File: src/rtl/csw_pkg.sv
package csw_pkg;
    typedef enum logic [1:0] {
        ST_IDLE = 2'd0,
        ST_FILL = 2'd1,
        ST_DONE = 2'd2
    } fill_state_e;
endpackage

File: src/rtl/csw_parity.sv
module csw_parity #(
    parameter int W = 8
) (
    input  logic [W-1:0] din,
    output logic         odd_ok,
    output logic [W-1:0] stripped
);
    always_comb begin
        odd_ok   = ^din;
        stripped = {1'b0, din[W-2:0]};
    end
endmodule

File: src/rtl/csw_err_cnt.sv
module csw_err_cnt #(
    parameter int W = 8
) (
    input  logic         clk,
    input  logic         rst,
    input  logic         clr,
    input  logic         bump,
    output logic [W-1:0] cnt
);
    localparam logic [W-1:0] MAX = {W{1'b1}};

    always_ff @(posedge clk) begin
        if (rst || clr)
            cnt <= '0;
        else if (bump && cnt != MAX)
            cnt <= cnt + W'(1);
    end

    // a clear always lands on zero
    assert_clr_zero_R6: assert property (@(posedge clk) disable iff (rst)
        clr |=> cnt == '0);
    // saturation holds
    assert_sat_hold_R6: assert property (@(posedge clk) disable iff (rst)
        (cnt == MAX && !clr) |=> cnt == MAX);
    // counting step is one
    assert_step_R6: assert property (@(posedge clk) disable iff (rst)
        (bump && !clr && cnt != MAX) |=> cnt == $past(cnt) + W'(1));
endmodule

File: src/rtl/csw_store.sv
module csw_store #(
    parameter int          DEPTH    = 20,
    parameter int          DW       = 8,
    parameter int          AW       = 8,
    parameter logic [7:0]  BASE     = 8'h1E,
    parameter logic [7:0]  FILL_VAL = 8'h20,
    localparam int         IDX_W    = $clog2(DEPTH)
) (
    input  logic             clk,
    input  logic             rst,
    input  logic             we,
    input  logic [IDX_W-1:0] widx,
    input  logic [DW-1:0]    wdata,
    input  logic [AW-1:0]    rd_addr,
    output logic [DW-1:0]    rd_data
);
    localparam logic [AW-1:0] LO = AW'(BASE);
    localparam logic [AW-1:0] HI = AW'(BASE) + AW'(DEPTH - 1);

    logic [DW-1:0] mem [DEPTH];
    logic          in_win;
    logic [AW-1:0] rd_off;

    always_comb begin
        in_win = (rd_addr >= LO) && (rd_addr <= HI);
        rd_off = rd_addr - LO;
    end

    genvar gi;
    generate
        for (gi = 0; gi < DEPTH; gi++) begin : g_slot
            always_ff @(posedge clk) begin
                if (rst)
                    mem[gi] <= DW'(FILL_VAL);
                else if (we && widx == IDX_W'(gi))
                    mem[gi] <= wdata;
            end
        end
    endgenerate

    always_ff @(posedge clk) begin
        if (rst)
            rd_data <= '0;
        else if (in_win)
            rd_data <= mem[rd_off[IDX_W-1:0]];
        else
            rd_data <= '0;
    end

    // nothing written ever carries a set top bit
    assert_msb_zero_R3: assert property (@(posedge clk) disable iff (rst)
        we |-> !wdata[DW-1]);
    // outside the window reads zero one cycle later
    assert_oow_zero_R7: assert property (@(posedge clk) disable iff (rst)
        !in_win |=> rd_data == '0);
endmodule

File: src/rtl/char_store_writer.sv
module char_store_writer
    import csw_pkg::*;
#(
    parameter int         DW       = 8,
    parameter int         AW       = 8,
    parameter int         CNT_W    = 8,
    parameter logic [7:0] WIN_BASE = 8'h1E,
    parameter logic [7:0] WIN_LAST = 8'h31,
    parameter logic [7:0] FILL_VAL = 8'h20
) (
    input  logic             clk,
    input  logic             rst,
    input  logic [DW-1:0]    rx_byte,
    input  logic             rx_valid,
    input  logic             msg_start,
    input  logic             err_clr,
    input  logic [AW-1:0]    rd_addr,
    output logic [DW-1:0]    rd_data,
    output logic [CNT_W-1:0] err_count
);
    localparam int               DEPTH    = int'(WIN_LAST) - int'(WIN_BASE) + 1;
    localparam int               IDX_W    = $clog2(DEPTH);
    localparam logic [IDX_W-1:0] LAST_IDX = IDX_W'(DEPTH - 1);

    fill_state_e      state, nxt_state;
    logic [IDX_W-1:0] ptr, nxt_ptr;
    logic             par_ok;
    logic [DW-1:0]    clean;
    logic             wr_en, err_bump;

    csw_parity #(.W(DW)) u_par (
        .din      (rx_byte),
        .odd_ok   (par_ok),
        .stripped (clean)
    );

    // state register
    always_ff @(posedge clk) begin
        if (rst) begin
            state <= ST_IDLE;
            ptr   <= '0;
        end else begin
            state <= nxt_state;
            ptr   <= nxt_ptr;
        end
    end

    // next state and outputs
    always_comb begin
        nxt_state = state;
        nxt_ptr   = ptr;
        wr_en     = 1'b0;
        err_bump  = 1'b0;
        unique case (state)
            ST_IDLE: begin
                if (msg_start) begin
                    nxt_state = ST_FILL;
                    nxt_ptr   = '0;
                end
            end
            ST_FILL: begin
                if (msg_start) begin
                    nxt_ptr = '0;
                end else if (rx_valid) begin
                    wr_en    = par_ok;
                    err_bump = !par_ok;
                    if (ptr == LAST_IDX)
                        nxt_state = ST_DONE;
                    else
                        nxt_ptr = ptr + IDX_W'(1);
                end
            end
            ST_DONE: begin
                if (msg_start) begin
                    nxt_state = ST_FILL;
                    nxt_ptr   = '0;
                end
            end
            default: nxt_state = ST_IDLE;
        endcase
    end

    csw_store #(
        .DEPTH    (DEPTH),
        .DW       (DW),
        .AW       (AW),
        .BASE     (WIN_BASE),
        .FILL_VAL (FILL_VAL)
    ) u_store (
        .clk     (clk),
        .rst     (rst),
        .we      (wr_en),
        .widx    (ptr),
        .wdata   (clean),
        .rd_addr (rd_addr),
        .rd_data (rd_data)
    );

    csw_err_cnt #(.W(CNT_W)) u_cnt (
        .clk  (clk),
        .rst  (rst),
        .clr  (err_clr),
        .bump (err_bump),
        .cnt  (err_count)
    );

    // a start lands on slot 0 in the filling state
    assert_start_slot0_R4: assert property (@(posedge clk) disable iff (rst)
        msg_start |=> (state == ST_FILL && ptr == '0));
    // each accepted byte moves the pointer by one
    assert_ptr_step_R4: assert property (@(posedge clk) disable iff (rst)
        (state == ST_FILL && rx_valid && !msg_start && ptr != LAST_IDX)
        |=> ptr == $past(ptr) + IDX_W'(1));
    // done stays done until a new start
    assert_done_hold_R5: assert property (@(posedge clk) disable iff (rst)
        (state == ST_DONE && !msg_start) |=> state == ST_DONE);
    // idle stays idle until a start
    assert_idle_hold_R5: assert property (@(posedge clk) disable iff (rst)
        (state == ST_IDLE && !msg_start) |=> state == ST_IDLE);
endmodule

File: config.mk
export PLATFORM = sky130hd
export DESIGN_NAME = char_store_writer
export DESIGN_NICKNAME = d
export VERILOG_FILES = /design/src/rtl/csw_pkg.sv /design/src/rtl/csw_parity.sv /design/src/rtl/csw_err_cnt.sv /design/src/rtl/csw_store.sv /design/src/rtl/char_store_writer.sv
export SDC_FILE = /design/constraint.sdc
export NUM_CORES = 1
export LEC_CHECK = 0
export ABC_AREA = 1
export ABC_CLOCK_PERIOD_IN_PS = 4800
export BUFFER_PORTS_ARGS = -buffer_cell sky130_fd_sc_hd__buf_2
export CAP_MARGIN = 10
export CORE_MARGIN = 3
export CORE_UTILIZATION = 67
export DETAILED_ROUTE_END_ITERATION = 10
export HOLD_SLACK_MARGIN = 0.08
export PLACE_DENSITY = 0.86
export SLEW_MARGIN = 20
export SYNTH_ARGS = -nofsm -noshare
export SYNTH_HDL_FRONTEND = slang
export SYNTH_SLANG_ARGS = --single-unit
export TNS_END_PERCENT = 100
File: constraint.sdc
create_clock -name clk -period 4.8 [get_ports clk]
set_clock_uncertainty 0.2 [all_clocks]
set_input_delay 0.24 -clock clk [delete_from_list [all_inputs] [get_ports clk]]
set_output_delay 0.24 -clock clk [all_outputs]
set_load 0.05 [all_outputs]
==> summary.md, run 1 <==
| Metric | Value |
|---|---|
| Initial Util | slightly above 70% |
| First-pass GRT wire length | roughly 32000 um |
| Max incr delay on CP | 0.85 ns |
| Endpoint type of the worst setup path | flop |
| GRT Overall Usage | 31.5% |
| Seq pwr share | between 40% and 50% |
| Avg WL per Cell | ~20 um |
| Pleak | around 3.4 nW |
| WP data required | approximately 4.7 ns |
| Dominant synthesized flop cell | edfxtp_1 |
| Final setup margin | about 2 ns |
| Synth unique cells | 38 |
| CP Launch Type | primary input |
| Post-synth top cells | nand2_1 (151), edfxtp_1 (140), nor2_1 (135) |
| Area delta synth->final | 9.05% |
| Post-CTS Setup Bufs | 0 |
| TritonCTS clock tree | done |
| Clock Tree Buf Depth | 2 |
| ANT nets after route | 0 |
| Unrepaired setup endpoints after global routing | no |
| Post-Synthesis Cell Area | 0.00825 sq mm |
| Setup-failing EPs final | 0 |
| DR vias | 6542 |
| Relative slew slack | between 20 and 30% |
| Fmax | ~360 MHz |
| Worst-Margin Slew | ~1.1 ns |
| Internal | 2.37 mW |
| Avg Inst Size Synth | between 9 and 10 sq um |
| Dpl cell area | approximately 0.0084 sq mm |
| Final cell count without fillers | 1027 |
| Worst-path fanout max | 23 |
| Vias/cell | about 6.4 |
| Row count | 39 |
| I/O Buffers | 35 |
| Simple logic cell fraction of the synthesized area | between 30% and 40% |
| Number of antenna violations at the first check in global routing | 0 |
| DRC | 0 |
| H-tree depth | 4 |
| DP Cell Count | approximately 1000 |
| Die width | about 120 um |
| CP delay by family, top | compound AO/OA/AOI/OAI gates |
| DP Worst Slack | approximately 1.6 ns |
| Count leader, synth | nand2_1 |
| Vias in the first global route | about 6000 |
| Synth Area in Compound Gates | under 10% |
| Diodes inserted | 0 |
| Net Count, Synth | 888 |
| Worst R2R Start | ptr[4] |
| Placer congestion estimate | between 0.8 and 0.9 |
| Cells on worst reg2reg path | 6 |
| GRT Residual Overflow | 0 |
| Power Dens Cells | approximately 350 mW/mm^2 |
| Fin crit share | 58.4% |
| Critical path's slowest cell | o21ai_0 |
| Starting DRT DRC Count | 999 |
| Ports | 37 |
| Final hold viol count | 0 |
| Post-Synth XOR/XNOR Area | less than 1% |
| Layout cells sized above 1 | a little under a fifth |
| Minimum clock period | 2.80 ns |
| Multiplexer share of the synthesized area | 0% |
| Status | completed |
| CP arrival | between 2 and 3 ns |
| Dpl hpwl | about 13000 um |
| DRT Wirelength | roughly 20000 um |
| Number of synthesized flops with an enable pin | 140 |
| Die ar. | ~0.014 sq mm |
| Hold depth | 5 |
| R2r endpoint | u_store.mem[19][1] |
| Syn. warnings | 0 |
| Max-Cap Viols | 0 |
| Fin area | around 0.009 sq mm |
| Area leader, netlist | edfxtp_1 |
| Die H | approximately 120 um |
| Setup TNS | 0 ns |
| Top cells by area, synth | edfxtp_1 (51%), nand2_1 (6.9%), nor2_1 (6.1%) |
| Fin util | 76.8% |
| Tot Pwr | about 3.2 mW |
| CTS buffer count | 17 |
| Core ar. | approximately 0.012 sq mm |
| Clock Pin Slew Worst Setup and Hold Paths | 0.06 ns |
| TritonRoute pass-1 iters | 6 |
| Worst min-delay path category | in2reg |
| Final hold slack | 0.119 ns |
| Yosys top cell area share | 51.0% |
| Seq cells post-synth | between 150 and 200 |
| Synth Instances | between 800 and 900 |
| Crit path kind | in2reg |
| Sink Count | approximately 160 |
| Worst skew pair latency | roughly 0.43 ns |
| Post-Synth Adder-Cell Area | under 10% |
| Power share of the combinational group | 9.2% |
| Largest net degree at the start of global routing | 56 |
| Hold path start | rd_addr[5] |
| Nets | between 800 and 900 |
| Number of fill cells in the layout | 748 |
| Max-slew violation count | 0 |
| Maximum resistive drop on vdd | between 200 and 300 uV |
| Sw Ratio | about a quarter |
| Main combinational cell family by area after synthesis | simple AND/OR/NAND/NOR gates |
| R2r setup slk | approximately 2.1 ns |
| Endpoint, Worst Hold | u_store.rd_data[5] |
| Crit path buf inv count | 3 |
| Seq/Total Area, Yosys | approximately 56% |
| Root buffer cell | clkbuf_16 |
| Post-synth ARST share | 0% |
| NetSw | roughly 0.79 mW |
| Critical-path cell list | dlygate4sd3_1 -> buf_2 -> inv_1 -> nand2_1 -> nor2_8 -> nand3_1 -> o21ai_0 |
| Clk pwr share | between 40% and 50% |
[cell families after synthesis]
group / count (synthesis)
and+or+nand+nor: 483
other: 1
adders and majority gates: 7
buffers and inverters: 109
xor gates and xnor gates: 3
AOI/OAI and AO/OA: 95
DFF: 162
[how the worst max path moves through the flow]
stage               cells after the start       start  slack (ns)            endpoint
floorplan                               6      ptr[0]        2.59  u_store.mem[14][0]
finish                                  7   msg_start        2.00   u_store.mem[5][2]
CTS                                     7   msg_start        2.04   u_store.mem[5][2]
global placement                       10  rx_byte[2]        1.77   u_store.mem[5][0]
global route                            7   msg_start        1.87   u_store.mem[5][2]
detailed placement                     10  rx_byte[4]        1.65   u_store.mem[5][3]
[power by group through the flow]
stage | registers (mW) | logic, mW | clock network [mW]
finish | 1.58 | 0.290 | 1.30
global route | 1.58 | 0.310 | 1.36
CTS | 1.58 | 0.282 | 1.29
detailed placement | 1.61 | 0.276 | 0
global placement | 1.60 | 0.267 | 0
floorplan | 1.61 | 0.200 | 0
[layout by cell type (no fill, tap or decap), types with 2 or more instances in the layout]
cell / n
nand2_4: 2
o21ai_0: 31
clkbuf_1: 2
ha_1: 7
nand2_2: 2
clkinv_1: 2
dlygate4sd3_1: 5
nand2_1: 151
nand4_4: 7
inv_6: 2
nor3_2: 12
buf_2: 35
a21oi_1: 17
buf_4: 3
nor2_2: 50
nand4_1: 33
nor2_4: 2
clkinv_4: 2
clkbuf_8: 2
dfxtp_1: 22
nand3_1: 39
o211ai_1: 14
nor3_1: 40
o21ai_1: 24
edfxtp_1: 140
xor2_1: 2
clkbuf_16: 17
nand3_4: 8
nor2_1: 135
a22oi_1: 7
inv_2: 13
clkinvlp_4: 4
inv_1: 42
clkinv_2: 3
[worst reg2reg max path, cell delays in order, from the launching register on]
cell and delay (ns):
dfxtp_1 0.63, inv_1 0.18, nor2_2 0.21, nand2_1 0.13
inv_1 0.12, nand2_1 0.10, o21ai_0 0.77
[final cells by class]
| class | count | area, sq um | area share, % |
|---|---|---|---|
| clock buffer | 21 | 460 | 5.12 |
| clock inverter | 11 | 105 | 1.17 |
| inverter | 58 | 219 | 2.43 |
| multi-input combinational | 589 | 3140 | 34.9 |
| sequential | 162 | 4640 | 51.6 |
| tap | 143 | 179 | 1.99 |
| timing repair buffer | 43 | 248 | 2.75 |
[registers in the layout (all words and copies together) (netlist names)]
name	cells
u_store.mem	140
u_cnt.cnt	8
u_store.rd_data	7
ptr	5
state	2
[per-layer routing]
metal	GRT usage [%]	vias up	share of wire [%]	routed length (um)
li1	-	2968	-	-
met1	40.0	3072	38	7700
met2	50.1	415	47	9640
met3	9.36	87	11	2160
met4	14.8	0	4.6	945
met5	0	-	0	0
[repair_timing]
item | 4_1_cts | 5_1_grt
hold buffers | 5 | 0
resized for setup | 0 | 0
hold endpoints to repair | 20 | 0
Power figures use the tool's default switching activity.
==> run 2: changes to the inputs <==
--- a/config.mk
+++ b/config.mk
@@ -6,14 +6,14 @@
 export NUM_CORES = 1
 export LEC_CHECK = 0
 export ABC_AREA = 1
-export ABC_CLOCK_PERIOD_IN_PS = 4800
+export ABC_CLOCK_PERIOD_IN_PS = 2600
 export BUFFER_PORTS_ARGS = -buffer_cell sky130_fd_sc_hd__buf_2
 export CAP_MARGIN = 10
 export CORE_MARGIN = 3
-export CORE_UTILIZATION = 67
+export CORE_UTILIZATION = 62
 export DETAILED_ROUTE_END_ITERATION = 10
 export HOLD_SLACK_MARGIN = 0.08
-export PLACE_DENSITY = 0.86
+export PLACE_DENSITY = 0.8
 export SLEW_MARGIN = 20
 export SYNTH_ARGS = -nofsm -noshare
 export SYNTH_HDL_FRONTEND = slang
==> constraint.sdc (replaced) <==
create_clock -name clk -period 2.6 [get_ports clk]
set_clock_uncertainty 0.2 [all_clocks]
set_input_delay 0.13 -clock clk [delete_from_list [all_inputs] [get_ports clk]]
set_output_delay 0.13 -clock clk [all_outputs]
set_load 0.05 [all_outputs]
==> summary.md, run 2 (synthesized netlist as in run 1, its figures left out) <==
| Metric | Value |
|---|---|
| Hold depth | 4 (-1) |
| Worst skew pair latency | 0.44 ns (about the same) |
| Max-slew violation count | 0 (unchanged) |
| Endpoint type of the worst setup path | flop |
| Clock Tree Buf Depth | 2 (unchanged) |
| DR vias | 6697 (+2.4%) |
| Hold path start | rx_byte[6] |
| Starting DRT DRC Count | 849 (-15%) |
| Avg WL per Cell | 19.6 um (-1.4%) |
| Fmax | roughly 420 MHz |
| Commonest cells after routing, fill and taps aside | nand2_1 (151), edfxtp_1 (140), nor2_1 (135) |
| Area delta synth->final | 13.7% |
| Ports | 37 (unchanged) |
| Core ar. | 0.0128 sq mm (+9.5%) |
| Vias in the first global route | 6569 (+6.3%) |
| Worst R2R Start | state[0] |
| Vias/cell | 6.14 (-3.6%) |
| First-pass GRT wire length | 34000 um (+6.8%) |
| Final hold viol count | 0 (unchanged) |
| Worst min-delay path category | in2reg |
| Root buffer cell | clkbuf_16 |
| Worst-Margin Slew | 0.775 ns (-0.297 ns) |
| Critical path's slowest cell | dlygate4sd3_1 |
| Unrepaired setup endpoints after global routing | no |
| Dpl cell area | 0.00866 sq mm (+3.3%) |
| ANT nets after route | 0 (unchanged) |
| GRT Residual Overflow | 0 (unchanged) |
| Largest net degree at the start of global routing | 50 (-11%) |
| CP Launch Type | primary input |
| Biggest register | u_store.mem |
| Multi-input gate area | 0.00314 sq mm (-0.16%) |
| Fin crit share | 91.1% |
| Fin area | 0.00938 sq mm (+4.3%) |
| Largest regs | u_store.mem x140, u_cnt.cnt x8, u_store.rd_data x7 |
| Final setup margin | 0.232 ns (-1.77 ns) |
| Row count | 41 (+5.1%) |
| I/O Buffers | 35 (unchanged) |
| Critical Path Most Common Cell | nand2_1 |
| Setup-failing EPs final | 0 (unchanged) |
| Die ar. | 0.0147 sq mm (+7.6%) |
| Max FFs per register | 140 (unchanged) |
| Placer congestion estimate | 0.930 (+3.9%) |
| Fin util | 73.2% (-3.7 points) |
| R2r setup slk | 0.32 ns (-1.77 ns) |
| Layout cells sized above 1 | 21.7% (+2.6 points) |
| Max incr delay on CP | 0.53 ns (-0.32 ns) |
| Cells on worst reg2reg path | 7 (+1) |
| Worst-path fanout max | 15 (-35%) |
| CP arrival | 2.34 ns (-0.32 ns) |
| TritonCTS clock tree | done |
| Post-CTS Setup Bufs | 0 (unchanged) |
| H-tree depth | 4 (unchanged) |
| R2r endpoint | state[1] |
| Relative slew slack | 47.9% (+20 points) |
| Crit path kind | in2reg |
| DRC | 0 (unchanged) |
| DP Worst Slack | 0.365 ns (-1.28 ns) |
| CTS buffer count | 17 (unchanged) |
| Minimum clock period | approximately 2.4 ns |
| Nets | 934 (+3.9%) |
| Max-Cap Viols | 0 (unchanged) |
| Tot Pwr | 6.02 mW (+90%) |
| Dpl hpwl | 14400 um (+7.9%) |
| Commonest non-fill, non-tap cell in the layout | nand2_1 |
| Power Dens Cells | 642 mW/mm^2 (+83%) |
| Maximum resistive drop on vdd | 478 uV (+90%) |
| Status | completed |
| FF/Latch Area | 0.00464 sq mm (unchanged) |
| Critical-path cell list | dlygate4sd3_1 -> buf_2 -> inv_2 -> nand2_1 -> nand2_1 -> nand2_1 -> nand2_1 -> nand2_1 -> nand2_4 -> nand2_4 -> clkinv_2 -> buf_4 -> nand3_4 -> nor2_2 |
| Pleak | 3.57 nW (+6.4%) |
| Sink Count | 162 (unchanged) |
| TritonRoute pass-1 iters | 6 (unchanged) |
| Diodes inserted | 0 (unchanged) |
| Initial Util | 64.3% (-6.1 points) |
| WP data required | 2.57 ns (-2.08 ns) |
| CP delay by family, top | buffers and inverters |
| Number of fill cells in the layout | 895 (+20%) |
| Endpoint, Worst Hold | u_store.mem[6][6] |
| Number of antenna violations at the first check in global routing | 0 (unchanged) |
| Die H | 121 um (+3.7%) |
| Clock Pin Slew Worst Setup and Hold Paths | 0.06 ns (about the same) |
| Die width | 121 um (+3.7%) |
| GRT Overall Usage | 30.7% (-0.80 points) |
| Setup TNS | 0 ns (unchanged) |
| Crit path buf inv count | 5 (+2) |
| DRT Wirelength | 21400 um (+4.7%) |
run 2: cell count changes in the layout (fill, tap and decap cells not counted), moves of 2 or more:
| cell | change |
|---|---|
| clkbuf_1 | -2 |
| clkbuf_16 | +4 |
| buf_4 | +28 |
| inv_4 | +2 |
| clkinvlp_4 | -2 |
| buf_12 | +2 |
| dlygate4sd3_1 | +6 |
run 2: cell type report:
| type | instances | area share, % |
|---|---|---|
| flip-flops and latches | 162 | 49.5 |
| clock buffers | 23 | 5.89 |
| repair buffers | 78 | 5.89 |
| multi-input cells | 589 | 33.4 |
| well taps | 172 | 2.29 |
| clock inverters | 9 | 0.640 |
| inverters | 58 | 2.33 |
run 2: worst max-delay path by stage:
stage               startpoint                 end  slack (ns)  cells after the start
CTS                        rst  u_store.rd_data[6]         0.1                      9
global placement    rx_byte[4]   u_store.mem[5][1]        0.46                     13
global route        rx_byte[5]   u_store.mem[7][1]        0.04                     14
finish              rx_byte[5]   u_store.mem[7][1]        0.23                     14
detailed placement  rx_byte[3]   u_store.mem[5][4]        0.37                     13
floorplan               ptr[0]  u_store.mem[14][0]        0.39                      6
run 2: per-stage QoR:
step / hold slack [ns] / instances
final: 0.135 / 1091
after global routing: 0.145 / 1091
after CTS: 0.120 / 1092
after detailed placement: 0.290 / 1048
after global placement: 0.270 / 1048
after floorplan: 0.142 / 860
run 2: layer usage:
layer  GRT usage [%]  vias to the layer above  share of wire [%]
li1                -                     3037                  -
met1            37.2                     3180                 37
met2            51.5                      409                 49
met3            6.81                       71                9.6
met4            15.9                        0                4.4
met5               0                        -                  0
run 2: worst register-to-register path: stages, from the launching register on:
cell and delay (ns):
dfxtp_1 0.33, inv_1 0.07, or2_4 0.26, nor2_8 0.30, buf_4 0.27, nand2_1 0.12, a21oi_1 0.14, dlygate4sd3_1 0.55
run 2: where the power goes:
group	total (mW)	switching, mW	internal (mW)
clock network	2.53	1.03	1.50
registers	2.91	0.0249	2.88
logic	0.588	0.428	0.160
total	6.02	1.48	4.54
run 2: timing repair:
item / 4_1_cts / 5_1_grt
gates resized for setup: 0 / 2
hold endpoints to repair: 35 / 0
setup endpoints to repair: 0 / 3
hold buffers: 12 / 0
==> run 3: changes to the inputs <==
--- a/config.mk
+++ b/config.mk
@@ -6,10 +6,9 @@
 export NUM_CORES = 1
 export LEC_CHECK = 0
 export ABC_AREA = 1
-export ABC_CLOCK_PERIOD_IN_PS = 2600
+export ABC_CLOCK_PERIOD_IN_PS = 2700
 export BUFFER_PORTS_ARGS = -buffer_cell sky130_fd_sc_hd__buf_2
 export CAP_MARGIN = 10
-export CORE_MARGIN = 3
 export CORE_UTILIZATION = 62
 export DETAILED_ROUTE_END_ITERATION = 10
 export HOLD_SLACK_MARGIN = 0.08
==> constraint.sdc (replaced) <==
create_clock -name clk -period 2.7 [get_ports clk]
set_clock_uncertainty 0.2 [all_clocks]
set_input_delay 0.135 -clock clk [delete_from_list [all_inputs] [get_ports clk]]
set_output_delay 0.135 -clock clk [all_outputs]
set_load 0.05 [all_outputs]
==> summary.md, run 3 (synthesized netlist as in run 1, its figures left out) <==
| Metric | Value |
|---|---|
| Status | completed |
| I/O Buffers | 35 (unchanged) |
| CP arrival | 2.52 ns (+0.18 ns) |
| Final cell count without fillers | 1097 (+0.55%) |
| Vias/cell | 6.06 (-1.3%) |
| Critical Path Most Common Cell | nand2_1 |
| DR vias | 6643 (-0.81%) |
| Critical path's slowest cell | dlygate4sd3_1 |
| Die width | 117 um (-3.3%) |
| GRT Residual Overflow | 0 (unchanged) |
| Number of antenna violations at the first check in global routing | 0 (unchanged) |
| TritonCTS clock tree | done |
| Relative slew slack | 35.8% (-12 points) |
| CP Launch Type | primary input |
| Root buffer cell | clkbuf_16 |
| Largest net degree at the start of global routing | 55 (+10%) |
| Fin util | 73.4% (+0.23 points) |
| GRT Overall Usage | 31.4% (+0.72 points) |
| H-tree depth | 4 (unchanged) |
| Placer congestion estimate | 0.866 (-6.9%) |
| ANT nets after route | 0 (unchanged) |
| Max incr delay on CP | 0.54 ns (about the same) |
| Avg WL per Cell | 19.0 um (-3.3%) |
| TritonRoute pass-1 iters | 6 (unchanged) |
| First-pass GRT wire length | 32700 um (-3.8%) |
| Initial Util | 64.6% (+0.26 points) |
| Row count | 41 (unchanged) |
| Power Dens Cells | 605 mW/mm^2 (-5.8%) |
| Fin crit share | 94.4% |
| Crit path kind | in2reg |
| WP data required | 2.67 ns (+0.10 ns) |
| Tot Pwr | 5.67 mW (-5.9%) |
| DRT Wirelength | 20800 um (-2.8%) |
| Max-Cap Viols | 0 (unchanged) |
| Area delta synth->final | 13.6% (about the same) |
| Clock Tree Buf Depth | 2 (unchanged) |
| Dpl hpwl | 14100 um (-2.2%) |
| Biggest register | u_store.mem |
| Setup TNS | 0 ns (unchanged) |
| Critical-path cell list | dlygate4sd3_1 -> buf_2 -> inv_2 -> nand2_1 -> nand2_1 -> nand2_1 -> nand2_2 -> inv_2 -> nand2_2 -> nand2_4 -> nand2_4 -> clkinv_2 -> buf_4 -> nand3_4 -> nor2_2 |
| Die H | 117 um (-3.3%) |
| CTS buffer count | 17 (unchanged) |
| Sink Count | 162 (unchanged) |
| Commonest cells after routing, fill and taps aside | nand2_1 (151), edfxtp_1 (140), nor2_1 (135) |
| Maximum resistive drop on vdd | 325 uV (-32%) |
| Clock Pin Slew Worst Setup and Hold Paths | 0.06 ns (about the same) |
| Ports | 37 (unchanged) |
| Unrepaired setup endpoints after global routing | no |
| Minimum clock period | between 2 and 3 ns |
| Nets | 940 (+0.64%) |
| Diodes inserted | 0 (unchanged) |
| Vias in the first global route | 6280 (-4.4%) |
| Commonest non-fill, non-tap cell in the layout | nand2_1 |
| Die ar. | 0.0138 sq mm (-6.5%) |
| Worst skew pair latency | 0.43 ns (about the same) |
| Pleak | 3.57 nW (-0.15%) |
| Worst-Margin Slew | 0.956 ns (+0.180 ns) |
| Resized cells post-CTS | 0 (unchanged) |
| Setup-failing EPs final | 0 (unchanged) |
| DP Cell Count | 1050 (+0.19%) |
| Fmax | ~390 MHz |
| Starting DRT DRC Count | 849 (unchanged) |
| Final hold slack | 0.149 ns (+0.0142 ns) |
| CP delay by family, top | buffers and inverters |
| DRC | 0 (unchanged) |
| Max-slew violation count | 0 (unchanged) |
| Max FFs per register | 140 (unchanged) |
| Core ar. | 0.0128 sq mm (-0.40%) |
| Worst-path fanout max | 18 (+3) |
| Final hold viol count | 0 (unchanged) |
| Largest regs | u_store.mem x140, u_cnt.cnt x8, u_store.rd_data x7 |
| Crit path buf inv count | 6 (+1) |
| Layout cells sized above 1 | 21.5% (-0.14 points) |
| Endpoint type of the worst setup path | flop |
| Worst min-delay path category | in2reg |
## run 3: repair_timing
| item | in CTS | in global routing |
|---|---|---|
| setup buffers | 0 | 0 |
| hold buffers | 15 | 0 |
| endpoints found under the hold margin | 54 | 0 |
## run 3: worst paths after layout
check / cells after the start / slack (ns) / end / from
worst max register to register: 8 / 0.40 / u_store.mem[5][0] / state[0]
worst min-delay path: 6 / 0.15 / u_store.rd_data[0] / rd_addr[2]
worst max-delay path: 15 / 0.15 / u_store.mem[5][3] / rx_byte[1]
worst min register to register: 2 / 0.29 / state[1] / state[1]
## run 3: through the flow
| step | area (sq um) | setup WS, ns |
|---|---|---|
| after CTS | 9370 | 0.163 |
| after detailed placement | 8660 | 0.245 |
| after global routing | 9370 | 0.00520 |
| after floorplan | 8250 | 0.493 |
| final | 9370 | 0.152 |
| after global placement | 8660 | 0.346 |
## run 3: layout make-up
class / count / area, sq um
flip-flops and latches: 162 / 4640
fillers: 882 / 3400
multi-input cells: 589 / 3140
repair buffers: 84 / 593
clock buffers: 22 / 497
inverters: 58 / 219
well taps: 172 / 215
clock inverters: 10 / 67.6
## run 3: metal layers
layer / wire, um / vias up / GRT usage [%]
li1: - / 3046 / -
met1: 7920 / 3148 / 40.0
met5: 0 / - / 0
met4: 631 / 0 / 14.3
met3: 2100 / 56 / 7.34
met2: 10200 / 393 / 51.1
## run 3: report_power, final
part / internal [mW] / leakage [nW] / switching [mW] / total [mW]
logic: 0.158 / 1.73 / 0.420 / 0.577
registers: 2.78 / 1.55 / 0.0241 / 2.80
clock network: 1.31 / 0.282 / 0.979 / 2.29
total: 4.25 / 3.57 / 1.42 / 5.67
## run 3: tightest hold or removal path: cells and delay by family
| kind | cells | cell delay [ns] |
|---|---|---|
| compound gates | 1 | 0.26 |
| simple gates | 3 | 0.21 |
| buf+inv | 2 | 0.13 |
